## src/rtl/irq_dist_pkg.sv

```systemverilog
package irq_dist_pkg;

   // state regions sit on 128-byte slots; the slot number is address bits 11:7
   typedef enum logic [4:0] {
      SV_EN_SET = 5'd2,
      SV_EN_CLR = 5'd3,
      SV_PD_SET = 5'd4,
      SV_PD_CLR = 5'd5,
      SV_AC_SET = 5'd6,
      SV_AC_CLR = 5'd7
   } st_view_e;

   // byte arrays sit on 1 KiB slots; the slot number is address bits 11:10
   localparam logic [1:0]  GRP_PRIO = 2'd1;
   localparam logic [1:0]  GRP_TGT  = 2'd2;

   localparam logic [11:0] ADR_CTRL = 12'h000;
   localparam logic [11:0] ADR_TYPE = 12'h004;
   localparam logic [11:0] ADR_SGI  = 12'hF00;
   localparam logic [11:0] ADR_TGT0 = 12'h800;

   function automatic logic [31:0] lane_mask(input logic [3:0] be);
      lane_mask = {{8{be[3]}}, {8{be[2]}}, {8{be[1]}}, {8{be[0]}}};
   endfunction

endpackage

```

## src/rtl/irq_dist_setclr.sv

```systemverilog
module irq_dist_setclr #(
   parameter int NUM_IRQ = 64
) (
   input  logic               clk,
   input  logic               rst_n,
   input  logic [NUM_IRQ-1:0] set_vec,
   input  logic [NUM_IRQ-1:0] clr_vec,
   output logic [NUM_IRQ-1:0] state_o
);

   always_ff @(posedge clk or negedge rst_n) begin
      if (!rst_n) state_o <= '0;
      else        state_o <= (state_o & ~clr_vec) | set_vec;
   end

   AST_SET_TAKES: assert property (@(posedge clk) disable iff (!rst_n)
      1'b1 |=> ((state_o & $past(set_vec)) == $past(set_vec)));
   AST_CLR_TAKES: assert property (@(posedge clk) disable iff (!rst_n)
      (set_vec == '0) |=> ((state_o & $past(clr_vec)) == '0));
   AST_ZERO_KEEPS: assert property (@(posedge clk) disable iff (!rst_n)
      (set_vec == '0 && clr_vec == '0) |=> $stable(state_o));

endmodule

```

## src/rtl/irq_dist_bytes.sv

```systemverilog
module irq_dist_bytes #(
   parameter int NUM_IRQ   = 64,
   parameter int BYTE_W    = 8,
   parameter int FIXED_LOW = 0
) (
   input  logic                      clk,
   input  logic                      rst_n,
   input  logic                      we,
   input  logic [7:0]                word,
   input  logic [31:0]               wdata,
   input  logic [3:0]                be,
   output logic [NUM_IRQ*BYTE_W-1:0] bytes_o
);

   initial begin
      if (BYTE_W < 1 || BYTE_W > 8) $fatal(1, "irq_dist_bytes: BYTE_W must be 1..8");
      if (FIXED_LOW < 0 || FIXED_LOW > NUM_IRQ) $fatal(1, "irq_dist_bytes: bad FIXED_LOW");
   end

   for (genvar n = 0; n < NUM_IRQ; n++) begin : g_byte
      if (n < FIXED_LOW) begin : g_fixed
         assign bytes_o[n*BYTE_W +: BYTE_W] = '0;
      end else begin : g_store
         logic [BYTE_W-1:0] q;
         always_ff @(posedge clk or negedge rst_n) begin
            if (!rst_n) q <= '0;
            else if (we && word == 8'(n / 4) && be[n % 4])
               q <= wdata[(n % 4)*8 +: BYTE_W];
         end
         assign bytes_o[n*BYTE_W +: BYTE_W] = q;
      end
   end

   AST_BYTES_HOLD: assert property (@(posedge clk) disable iff (!rst_n)
      !we |=> $stable(bytes_o));

endmodule

```

## src/rtl/irq_dist_pend.sv

```systemverilog
module irq_dist_pend #(
   parameter int NUM_IRQ = 64,
   parameter int NUM_CPU = 4,
   parameter int CPU_W   = 2
) (
   input  logic                    clk,
   input  logic                    rst_n,
   input  logic [NUM_IRQ-33:0]     spi_in,
   input  logic [NUM_CPU*16-1:0]   ppi_in,
   input  logic [NUM_IRQ-1:0]      sw_set,
   input  logic [NUM_IRQ-1:0]      sw_clr,
   input  logic [CPU_W-1:0]        acc_cpu,
   input  logic                    sgi_we,
   input  logic [3:0]              sgi_id,
   input  logic [NUM_CPU-1:0]      sgi_list,
   output logic [NUM_CPU*32-1:0]   bank_o,
   output logic [NUM_IRQ-33:0]     pend_spi_o
);

   localparam int NSPI = NUM_IRQ - 32;

   logic [NUM_CPU*32-1:0] latch_b;
   logic [NUM_CPU*16-1:0] ppi_q;
   logic [NSPI-1:0]       latch_s;
   logic [NSPI-1:0]       spi_q;

   always_ff @(posedge clk or negedge rst_n) begin
      if (!rst_n) begin
         latch_b <= '0;
         latch_s <= '0;
         ppi_q   <= '0;
         spi_q   <= '0;
      end else begin
         ppi_q   <= ppi_in;
         spi_q   <= spi_in;
         latch_s <= (latch_s & ~sw_clr[NUM_IRQ-1:32]) | sw_set[NUM_IRQ-1:32];
         for (int c = 0; c < NUM_CPU; c++) begin
            for (int b = 0; b < 32; b++) begin
               if (sw_clr[b] && acc_cpu == CPU_W'(c))
                  latch_b[c*32+b] <= 1'b0;
               if ((sw_set[b] && acc_cpu == CPU_W'(c)) ||
                   (b < 16 && sgi_we && sgi_list[c] && sgi_id == 4'(b)))
                  latch_b[c*32+b] <= 1'b1;
            end
         end
      end
   end

   for (genvar c = 0; c < NUM_CPU; c++) begin : g_cpu
      for (genvar b = 0; b < 32; b++) begin : g_bit
         if (b < 16) begin : g_soft
            assign bank_o[c*32+b] = latch_b[c*32+b];
         end else begin : g_line
            assign bank_o[c*32+b] = latch_b[c*32+b] | ppi_q[c*16+b-16];
         end
      end
      AST_SGI_FANOUT: assert property (@(posedge clk) disable iff (!rst_n)
         (sgi_we && sgi_list[c]) |=> bank_o[c*32 + 32'($past(sgi_id))]);
   end

   assign pend_spi_o = latch_s | spi_q;

   AST_LEVEL_SHOWS: assert property (@(posedge clk) disable iff (!rst_n)
      1'b1 |=> ((pend_spi_o & $past(spi_in)) == $past(spi_in)));
   AST_LOW_CLEARS: assert property (@(posedge clk) disable iff (!rst_n)
      (sw_set[NUM_IRQ-1:32] == '0) |=>
         ((pend_spi_o & $past(sw_clr[NUM_IRQ-1:32]) & ~$past(spi_in)) == '0));

endmodule

```

## src/rtl/irq_dist.sv

```systemverilog
module irq_dist
   import irq_dist_pkg::*;
#(
   parameter int NUM_IRQ = 64,
   parameter int NUM_CPU = 4,
   parameter int ADDR_W  = 12,
   parameter int CPU_W   = (NUM_CPU > 1) ? $clog2(NUM_CPU) : 1
) (
   input  logic                       clk,
   input  logic                       rst_n,
   input  logic                       bus_req,
   input  logic                       bus_we,
   input  logic [ADDR_W-1:0]          bus_addr,
   input  logic [31:0]                bus_wdata,
   input  logic [3:0]                 bus_be,
   input  logic [CPU_W-1:0]           bus_cpu,
   output logic [31:0]                bus_rdata,
   input  logic [NUM_IRQ-33:0]        spi_in,
   input  logic [NUM_CPU*16-1:0]      ppi_in,
   output logic [NUM_CPU*NUM_IRQ-1:0] cpu_hit_o,
   output logic [NUM_CPU-1:0]         cpu_irq_o
);

   localparam int NWORD  = NUM_IRQ / 32;
   localparam int NBWORD = NUM_IRQ / 4;

   initial begin
      if (NUM_IRQ % 32 != 0)              $fatal(1, "irq_dist: NUM_IRQ must be a multiple of 32");
      if (NUM_IRQ < 64 || NUM_IRQ > 1024) $fatal(1, "irq_dist: NUM_IRQ must be 64..1024");
      if (NUM_CPU < 1 || NUM_CPU > 8)     $fatal(1, "irq_dist: NUM_CPU must be 1..8");
      if (ADDR_W < 12)                    $fatal(1, "irq_dist: ADDR_W must be at least 12");
      if ((1 << CPU_W) < NUM_CPU)         $fatal(1, "irq_dist: CPU_W too narrow");
   end

   // ---------------- decode ----------------
   logic        hi_zero, wr, rd;
   logic [11:0] a12;
   logic [4:0]  st_slot, st_word;
   logic [1:0]  grp;
   logic [7:0]  bword;
   logic [31:0] wval;

   assign hi_zero = (bus_addr >> 12) == '0;
   assign a12     = bus_addr[11:0];
   assign st_slot = a12[11:7];
   assign st_word = a12[6:2];
   assign grp     = a12[11:10];
   assign bword   = a12[9:2];
   assign wr      = bus_req &  bus_we & hi_zero;
   assign rd      = bus_req & ~bus_we;
   assign wval    = bus_wdata & lane_mask(bus_be);

   logic [NUM_IRQ-1:0] en_set, en_clr, pd_set, pd_clr, ac_set, ac_clr;

   for (genvar w = 0; w < NWORD; w++) begin : g_word
      logic hit_w;
      assign hit_w = wr && st_word == 5'(w);
      assign en_set[w*32 +: 32] = (hit_w && st_slot == SV_EN_SET) ? wval : '0;
      assign en_clr[w*32 +: 32] = (hit_w && st_slot == SV_EN_CLR) ? wval : '0;
      assign pd_set[w*32 +: 32] = (hit_w && st_slot == SV_PD_SET) ? wval : '0;
      assign pd_clr[w*32 +: 32] = (hit_w && st_slot == SV_PD_CLR) ? wval : '0;
      assign ac_set[w*32 +: 32] = (hit_w && st_slot == SV_AC_SET) ? wval : '0;
      assign ac_clr[w*32 +: 32] = (hit_w && st_slot == SV_AC_CLR) ? wval : '0;
   end

   // ---------------- storage ----------------
   logic                       ctrl_en;
   logic [NUM_IRQ-1:0]         en_q, act_q;
   logic [NUM_IRQ*8-1:0]       prio_q;
   logic [NUM_IRQ*NUM_CPU-1:0] tgt_q;
   logic [NUM_CPU*32-1:0]      bank;
   logic [NUM_IRQ-33:0]        pend_spi;
   logic                       sgi_we;
   logic                       wr_ctrl;

   assign wr_ctrl = wr && a12 == ADR_CTRL && bus_be[0];
   assign sgi_we  = wr && a12 == ADR_SGI;

   always_ff @(posedge clk or negedge rst_n) begin
      if (!rst_n)       ctrl_en <= 1'b0;
      else if (wr_ctrl) ctrl_en <= bus_wdata[0];
   end

   irq_dist_setclr #(.NUM_IRQ(NUM_IRQ)) u_enable (
      .clk(clk), .rst_n(rst_n), .set_vec(en_set), .clr_vec(en_clr), .state_o(en_q));

   irq_dist_setclr #(.NUM_IRQ(NUM_IRQ)) u_active (
      .clk(clk), .rst_n(rst_n), .set_vec(ac_set), .clr_vec(ac_clr), .state_o(act_q));

   irq_dist_bytes #(.NUM_IRQ(NUM_IRQ), .BYTE_W(8), .FIXED_LOW(0)) u_prio (
      .clk(clk), .rst_n(rst_n), .we(wr && grp == GRP_PRIO), .word(bword),
      .wdata(bus_wdata), .be(bus_be), .bytes_o(prio_q));

   irq_dist_bytes #(.NUM_IRQ(NUM_IRQ), .BYTE_W(NUM_CPU), .FIXED_LOW(32)) u_target (
      .clk(clk), .rst_n(rst_n), .we(wr && grp == GRP_TGT), .word(bword),
      .wdata(bus_wdata), .be(bus_be), .bytes_o(tgt_q));

   irq_dist_pend #(.NUM_IRQ(NUM_IRQ), .NUM_CPU(NUM_CPU), .CPU_W(CPU_W)) u_pend (
      .clk(clk), .rst_n(rst_n), .spi_in(spi_in), .ppi_in(ppi_in),
      .sw_set(pd_set), .sw_clr(pd_clr), .acc_cpu(bus_cpu),
      .sgi_we(sgi_we), .sgi_id(wval[3:0]), .sgi_list(wval[16 +: NUM_CPU]),
      .bank_o(bank), .pend_spi_o(pend_spi));

   // ---------------- read path ----------------
   logic [NUM_CPU-1:0] acc_onehot;
   logic [NUM_IRQ-1:0] pend_view;
   logic [31:0]        rd_val;

   assign acc_onehot = NUM_CPU'(1) << bus_cpu;

   always_comb begin
      pend_view = {pend_spi, 32'b0};
      for (int c = 0; c < NUM_CPU; c++)
         if (bus_cpu == CPU_W'(c)) pend_view[31:0] = bank[c*32 +: 32];
   end

   always_comb begin
      rd_val = '0;
      if (hi_zero) begin
         if (a12 == ADR_CTRL) begin
            rd_val[0] = ctrl_en;
         end else if (a12 == ADR_TYPE) begin
            rd_val[4:0] = 5'(NWORD - 1);
         end else if (grp == GRP_PRIO) begin
            for (int w = 0; w < NBWORD; w++)
               if (bword == 8'(w)) rd_val = prio_q[w*32 +: 32];
         end else if (grp == GRP_TGT) begin
            for (int w = 0; w < NBWORD; w++)
               if (bword == 8'(w))
                  for (int k = 0; k < 4; k++)
                     rd_val[k*8 +: 8] = (w*4 + k < 32) ? 8'(acc_onehot)
                                                      : 8'(tgt_q[(w*4+k)*NUM_CPU +: NUM_CPU]);
         end else begin
            for (int w = 0; w < NWORD; w++)
               if (st_word == 5'(w)) begin
                  case (st_slot)
                     SV_EN_SET, SV_EN_CLR: rd_val = en_q[w*32 +: 32];
                     SV_PD_SET, SV_PD_CLR: rd_val = pend_view[w*32 +: 32];
                     SV_AC_SET, SV_AC_CLR: rd_val = act_q[w*32 +: 32];
                     default:              rd_val = '0;
                  endcase
               end
         end
      end
   end

   always_ff @(posedge clk or negedge rst_n) begin
      if (!rst_n) bus_rdata <= '0;
      else        bus_rdata <= rd ? rd_val : '0;
   end

   // ---------------- forwarding ----------------
   for (genvar c = 0; c < NUM_CPU; c++) begin : g_fwd
      for (genvar n = 0; n < NUM_IRQ; n++) begin : g_line
         if (n < 32) begin : g_banked
            assign cpu_hit_o[c*NUM_IRQ+n] = ctrl_en & en_q[n] & bank[c*32+n];
         end else begin : g_shared
            assign cpu_hit_o[c*NUM_IRQ+n] = ctrl_en & en_q[n] & pend_spi[n-32] &
                                            tgt_q[n*NUM_CPU+c];
         end
      end
      assign cpu_irq_o[c] = |cpu_hit_o[c*NUM_IRQ +: NUM_IRQ];
   end

   AST_FWD_OFF: assert property (@(posedge clk) disable iff (!rst_n)
      (wr_ctrl && !bus_wdata[0]) |=> (cpu_hit_o == '0));
   AST_RD_QUIET: assert property (@(posedge clk) disable iff (!rst_n)
      !rd |=> (bus_rdata == '0));
   AST_TYPE_FIXED: assert property (@(posedge clk) disable iff (!rst_n)
      (rd && hi_zero && a12 == ADR_TYPE) |=> (bus_rdata == 32'(NWORD - 1)));
   AST_TGT_SELF: assert property (@(posedge clk) disable iff (!rst_n)
      (rd && hi_zero && a12 == ADR_TGT0) |=> (bus_rdata == {4{8'($past(acc_onehot))}}));

endmodule

```

## config.mk

```make
export PLATFORM = sky130hd
export DESIGN_NAME = irq_dist
export DESIGN_NICKNAME = d
export VERILOG_FILES = /design/src/rtl/irq_dist_pkg.sv /design/src/rtl/irq_dist_setclr.sv /design/src/rtl/irq_dist_bytes.sv /design/src/rtl/irq_dist_pend.sv /design/src/rtl/irq_dist.sv
export SDC_FILE = /design/constraint.sdc
export NUM_CORES = 2
export LEC_CHECK = 0
export ABC_AREA = 1
export BUFFER_PORTS_ARGS = -buffer_cell sky130_fd_sc_hd__buf_2
export CORE_AREA = 3 3 306 308
export CTS_CLUSTER_DIAMETER = 120
export DETAILED_ROUTE_END_ITERATION = 6
export DIE_AREA = 0 0 309 311
export HOLD_SLACK_MARGIN = 0.1
export PLACE_DENSITY = 0.73
export SETUP_SLACK_MARGIN = 0.5
export SYNTH_ARGS = -nofsm -noshare
export SYNTH_HDL_FRONTEND = slang
export SYNTH_SLANG_ARGS = --single-unit
```

## constraint.sdc

```tcl
create_clock -name clk -period 2.2 [get_ports clk]
set_input_delay 0.33 -clock clk [delete_from_list [all_inputs] [get_ports clk]]
set_output_delay 0.33 -clock clk [all_outputs]
set_load 0.05 [all_outputs]
```

==> impl_results.html <==
<table>
<tr><th>Metric</th><th>Value</th></tr>
<tr><th colspan="2">Setup path</th></tr>
<tr><td>Startpoint-to-endpoint class of the critical path</td><td>reg -&gt; out</td></tr>
<tr><td>Worst-path fanout max</td><td>2</td></tr>
<tr><td>CP Capture Type</td><td>primary output</td></tr>
<tr><td>Required @ worst endpoint</td><td>1870 ps</td></tr>
<tr><td>Register-to-register setup slack</td><td>-240 ps</td></tr>
<tr><td>Launching element type of the critical path</td><td>flop</td></tr>
<tr><td>Worst path arrival time</td><td>3270 ps</td></tr>
<tr><th colspan="2">Synthesis</th></tr>
<tr><td>Top-area cell type share of the netlist area</td><td>53.94%</td></tr>
<tr><td>Average footprint of a synthesized cell</td><td>7.881 um2</td></tr>
<tr><td>Cell taking the most area after synthesis</td><td>sky130_fd_sc_hd__dfrtp_1</td></tr>
<tr><td>Fraction of the yosys area taken by sequential cells</td><td>53.94%</td></tr>
<tr><td>Post-synthesis sequential element count</td><td>1057</td></tr>
<tr><td>Total standard cell area after synthesis</td><td>49040 um2</td></tr>
<tr><td>Most area-consuming cells after synthesis</td><td>sky130_fd_sc_hd__dfrtp_1, sky130_fd_sc_hd__nand2_1, sky130_fd_sc_hd__o21ai_0</td></tr>
<tr><td>Adder and majority cell fraction of the synthesized area</td><td>0%</td></tr>
<tr><td>Fraction of synthesized area in multiplexers</td><td>0%</td></tr>
<tr><td>Combinational family with the most area after synthesis</td><td>simple AND/OR/NAND/NOR gates</td></tr>
<tr><td>Post-Synthesis Cells</td><td>6223</td></tr>
<tr><td>Fraction of the mapped netlist area in simple logic gates</td><td>24.49%</td></tr>
<tr><td>Net count of the mapped netlist</td><td>6373</td></tr>
<tr><td>Unique cell type count in the Yosys netlist</td><td>43</td></tr>
<tr><td>Post-Synth XOR/XNOR Area</td><td>0%</td></tr>
<tr><td>Number of warnings printed during yosys synthesis</td><td>0</td></tr>
<tr><td>Complex-gate fraction of the synthesized area</td><td>15.15%</td></tr>
<tr><th colspan="2">STA</th></tr>
<tr><td>Unrepaired setup endpoints after global routing</td><td>true</td></tr>
<tr><td>Final count of negative-setup-slack endpoints</td><td>268</td></tr>
<tr><td>Clock Skew</td><td>18.06 ps</td></tr>
<tr><td>Final Slew Violations</td><td>0</td></tr>
<tr><td>Setup_tns</td><td>-90260 ps</td></tr>
<tr><td>Actual slew at the worst max-slew pin</td><td>683.0 ps</td></tr>
<tr><td>Final Critical Period</td><td>3604 ps</td></tr>
<tr><td>Max-slew headroom</td><td>54.47%</td></tr>
<tr><td>Setup slack of the critical path after layout</td><td>-1404 ps</td></tr>
<tr><td>Highest clock frequency the design can meet</td><td>277.5 MHz</td></tr>
<tr><td>Final Cycle Share</td><td>163.8%</td></tr>
<tr><td>Final Hold Viols</td><td>0</td></tr>
<tr><th colspan="2">Power</th></tr>
<tr><td>Leakage power of the design</td><td>0.03295 uW</td></tr>
<tr><td>Worst VDD drop</td><td>0.7462 mV</td></tr>
<tr><td>P per Cell Area</td><td>608.4 nW/um2</td></tr>
<tr><th colspan="2">Die</th></tr>
<tr><td>Placeable Area</td><td>91390 um2</td></tr>
<tr><td>Die span in x</td><td>309 um</td></tr>
<tr><td>Number of placement rows</td><td>111</td></tr>
<tr><td>Effective utilization at floorplan</td><td>53.66%</td></tr>
<tr><td>Die outline area</td><td>96100 um2</td></tr>
<tr><td>Chip Height</td><td>311 um</td></tr>
<tr><td># IOs</td><td>442</td></tr>
<tr><th colspan="2">Placed design</th></tr>
<tr><td>Final Wtd Congestion</td><td>1.112</td></tr>
<tr><td>Count of buffers inserted at the top-level ports</td><td>441</td></tr>
<tr><td>Post-Place Setup Slack</td><td>-1052 ps</td></tr>
<tr><td>Number of placed cells counting well taps</td><td>8539</td></tr>
<tr><td>Hpwl dp</td><td>160500 um</td></tr>
<tr><th colspan="2">Clock network</th></tr>
<tr><td>Bufs on Longest Clock Path</td><td>3</td></tr>
<tr><td>H-tree Lvls</td><td>3</td></tr>
<tr><td>Clock tree from TritonCTS</td><td>yes</td></tr>
<tr><td>TritonCTS buffer count</td><td>110</td></tr>
<tr><td>Clock Tree Root</td><td>sky130_fd_sc_hd__clkbuf_16</td></tr>
<tr><td>Clock Latency Late Sink</td><td>710 ps</td></tr>
<tr><td>Number of clock sinks</td><td>1057</td></tr>
<tr><td>Clock-pin slew on the worst setup and hold paths</td><td>70 ps</td></tr>
<tr><th colspan="2">Route</th></tr>
<tr><td>Number of iterations in the first detailed-routing pass</td><td>6</td></tr>
<tr><td>Iteration-0 DRC Markers</td><td>7326</td></tr>
<tr><td>Vias per cell</td><td>5.898</td></tr>
<tr><td>Post-route DRC violation count</td><td>0</td></tr>
<tr><td>Post-Route WL</td><td>216800 um</td></tr>
<tr><td>Number of routed nets with antenna violations</td><td>0</td></tr>
<tr><td>Mean routed wirelength per cell</td><td>24.39 um</td></tr>
<tr><td>Vias post-DR</td><td>52420</td></tr>
<tr><th colspan="2">Global route</th></tr>
<tr><td>Pin count of the biggest net entering global routing</td><td>80</td></tr>
<tr><td>Antenna violations before repair</td><td>13</td></tr>
<tr><td>Vias in the first global route</td><td>50180</td></tr>
<tr><td>Global-route wire length before repair</td><td>320000 um</td></tr>
<tr><td>Total grt overflow</td><td>0</td></tr>
<tr><td>Overall track demand over capacity in global routing</td><td>44.55%</td></tr>
<tr><th colspan="2">Finish</th></tr>
<tr><td>Final core utilization</td><td>76.31%</td></tr>
<tr><td>Nets</td><td>7758</td></tr>
<tr><td>Growth of design area from synthesis to finish</td><td>42.19%</td></tr>
<tr><td>Commonest non-fill, non-tap cells in the layout</td><td>sky130_fd_sc_hd__nand2_1, sky130_fd_sc_hd__dfrtp_1, sky130_fd_sc_hd__o21ai_0, sky130_fd_sc_hd__buf_4, sky130_fd_sc_hd__inv_1</td></tr>
<tr><td>Fill cell total of the finished layout</td><td>6674</td></tr>
<tr><td>Multi-input combinational cell area</td><td>21510 um2</td></tr>
<tr><td>Finished Layout Cells</td><td>8887</td></tr>
<tr><td>Proportion of layout cells with a drive suffix above 1</td><td>27.86%</td></tr>
<tr><td>Sequential standard cell area</td><td>26450 um2</td></tr>
<tr><td>Most common library cell in the layout ignoring fill and taps</td><td>sky130_fd_sc_hd__nand2_1</td></tr>
<tr><th colspan="2">Min path</th></tr>
<tr><td>Worst min path class</td><td>in -&gt; reg</td></tr>
<tr><th colspan="2">Job</th></tr>
<tr><td>Maximum capacitance violations</td><td>0</td></tr>
<tr><th colspan="2">Run status</th></tr>
<tr><td>Violations in the final reports</td><td>negative setup slack</td></tr>
<tr><td>Outcome</td><td>complete, but fails checks</td></tr>
</table>
cells by family (layout without fill, tap and decap cells):
group / after synthesis / in the layout
simple gates: 2920 / 2920
other cells: 0 / 9
compound gates: 1422 / 1422
buf+inv: 824 / 2293
flops: 1057 / 1057
path summary, 6_finish.rpt:
| path | from | cells after the start | endpoint |
|---|---|---|---|
| min in group asynchronous | rst_n | 2 | u_prio.g_byte[43].g_store.q[1] |
| worst min-delay path | bus_be[2] | 5 | u_pend.latch_b[114] |
| max in group asynchronous | rst_n | 4 | u_pend.latch_b[13] |
| worst max register to register | u_pend.ppi_q[33] | 13 | bus_rdata[17] |
| worst min register to register | u_pend.latch_b[49] | 2 | u_pend.latch_b[49] |
| worst max-delay path | u_pend.ppi_q[47] | 10 | cpu_irq_o[2] |
stage by stage:
step | power (uW) | area [um2] | hold slack, ps
floorplan | 20840 | 50420 | 34.41
global placement | 22550 | 62130 | 277.6
detailed placement | 22570 | 62130 | 283.7
CTS | 42350 | 69060 | 100.1
global route | 43470 | 69730 | 149.9
finish | 42430 | 69730 | 134.1
flip-flops by register name, indices dropped and copies added (netlist names):
register,count
u_pend.latch_s,32
u_pend.ppi_q,64
u_active.state_o,64
u_enable.state_o,64
u_target.g_byte.g_store.q,128
u_prio.g_byte.g_store.q,512
ctrl_en,1
u_pend.latch_b,128
bus_rdata,32
u_pend.spi_q,32
cells in the mapped netlist (all sizes together):
master   count
nand2     1875
o21ai     1199
dfrtp     1057
nor2       560
inv        475
clkbuf     289
nand3      239
nand4       93
a21oi       92
nor4        67
buf         56
or2         42
o211ai      39
a31oi       29
nor3        24
o21bai      18
nand3b      15
o22ai       14
a221oi       9
a31o         7
o31ai        7
clkinv       4
or3b         4
a211oi       2
a32oi        2
o2111ai      2
nor3b        1
o221ai       1
o41ai        1
where the power goes:
group | switching [uW] | internal [uW]
Sequential | 92.9 | 19600
Clock | 8160 | 11700
Combinational | 1930 | 882
Total | 10200 | 32200
timing repair:
action                                  in CTS  in global routing
pin swaps                                   17                 10
gates resized for setup                    447                207
setup buffers                               13                  2
endpoints found under the setup margin     417                848
hold endpoints to repair                   845                  0
hold buffers                               127                  0
cloned                                       1                  0
area by class of cell:
cell class | instances | area share, %
flip-flops and latches | 1057 | 37.93
multi-input cells | 4342 | 30.84
repair buffers | 1618 | 20.89
clock buffers | 151 | 4.617
inverters | 479 | 2.645
well taps | 1186 | 2.128
clock inverters | 45 | 0.9187
diodes | 9 | 0.03230
metal layers:
metal	vias up	track usage [%]	part of all wire (%)
li1	23100	-	-
met1	25070	60.21	38
met2	3505	66.28	44
met3	741	12.61	12
met4	4	21.52	5.9
met5	-	0	0.0088
critical path: stages, from the launching register on:
cell and delay (ps):
sky130_fd_sc_hd__dfrtp_1 370, sky130_fd_sc_hd__or2_2 300, sky130_fd_sc_hd__inv_2 100, sky130_fd_sc_hd__nor2_2 60, sky130_fd_sc_hd__nor4_2 330, sky130_fd_sc_hd__buf_4 190
sky130_fd_sc_hd__nand4_1 290, sky130_fd_sc_hd__buf_4 270, sky130_fd_sc_hd__nor2_1 80, sky130_fd_sc_hd__or3b_4 400, sky130_fd_sc_hd__buf_6 170
No activity file was read; power rests on OpenSTA's default activity.
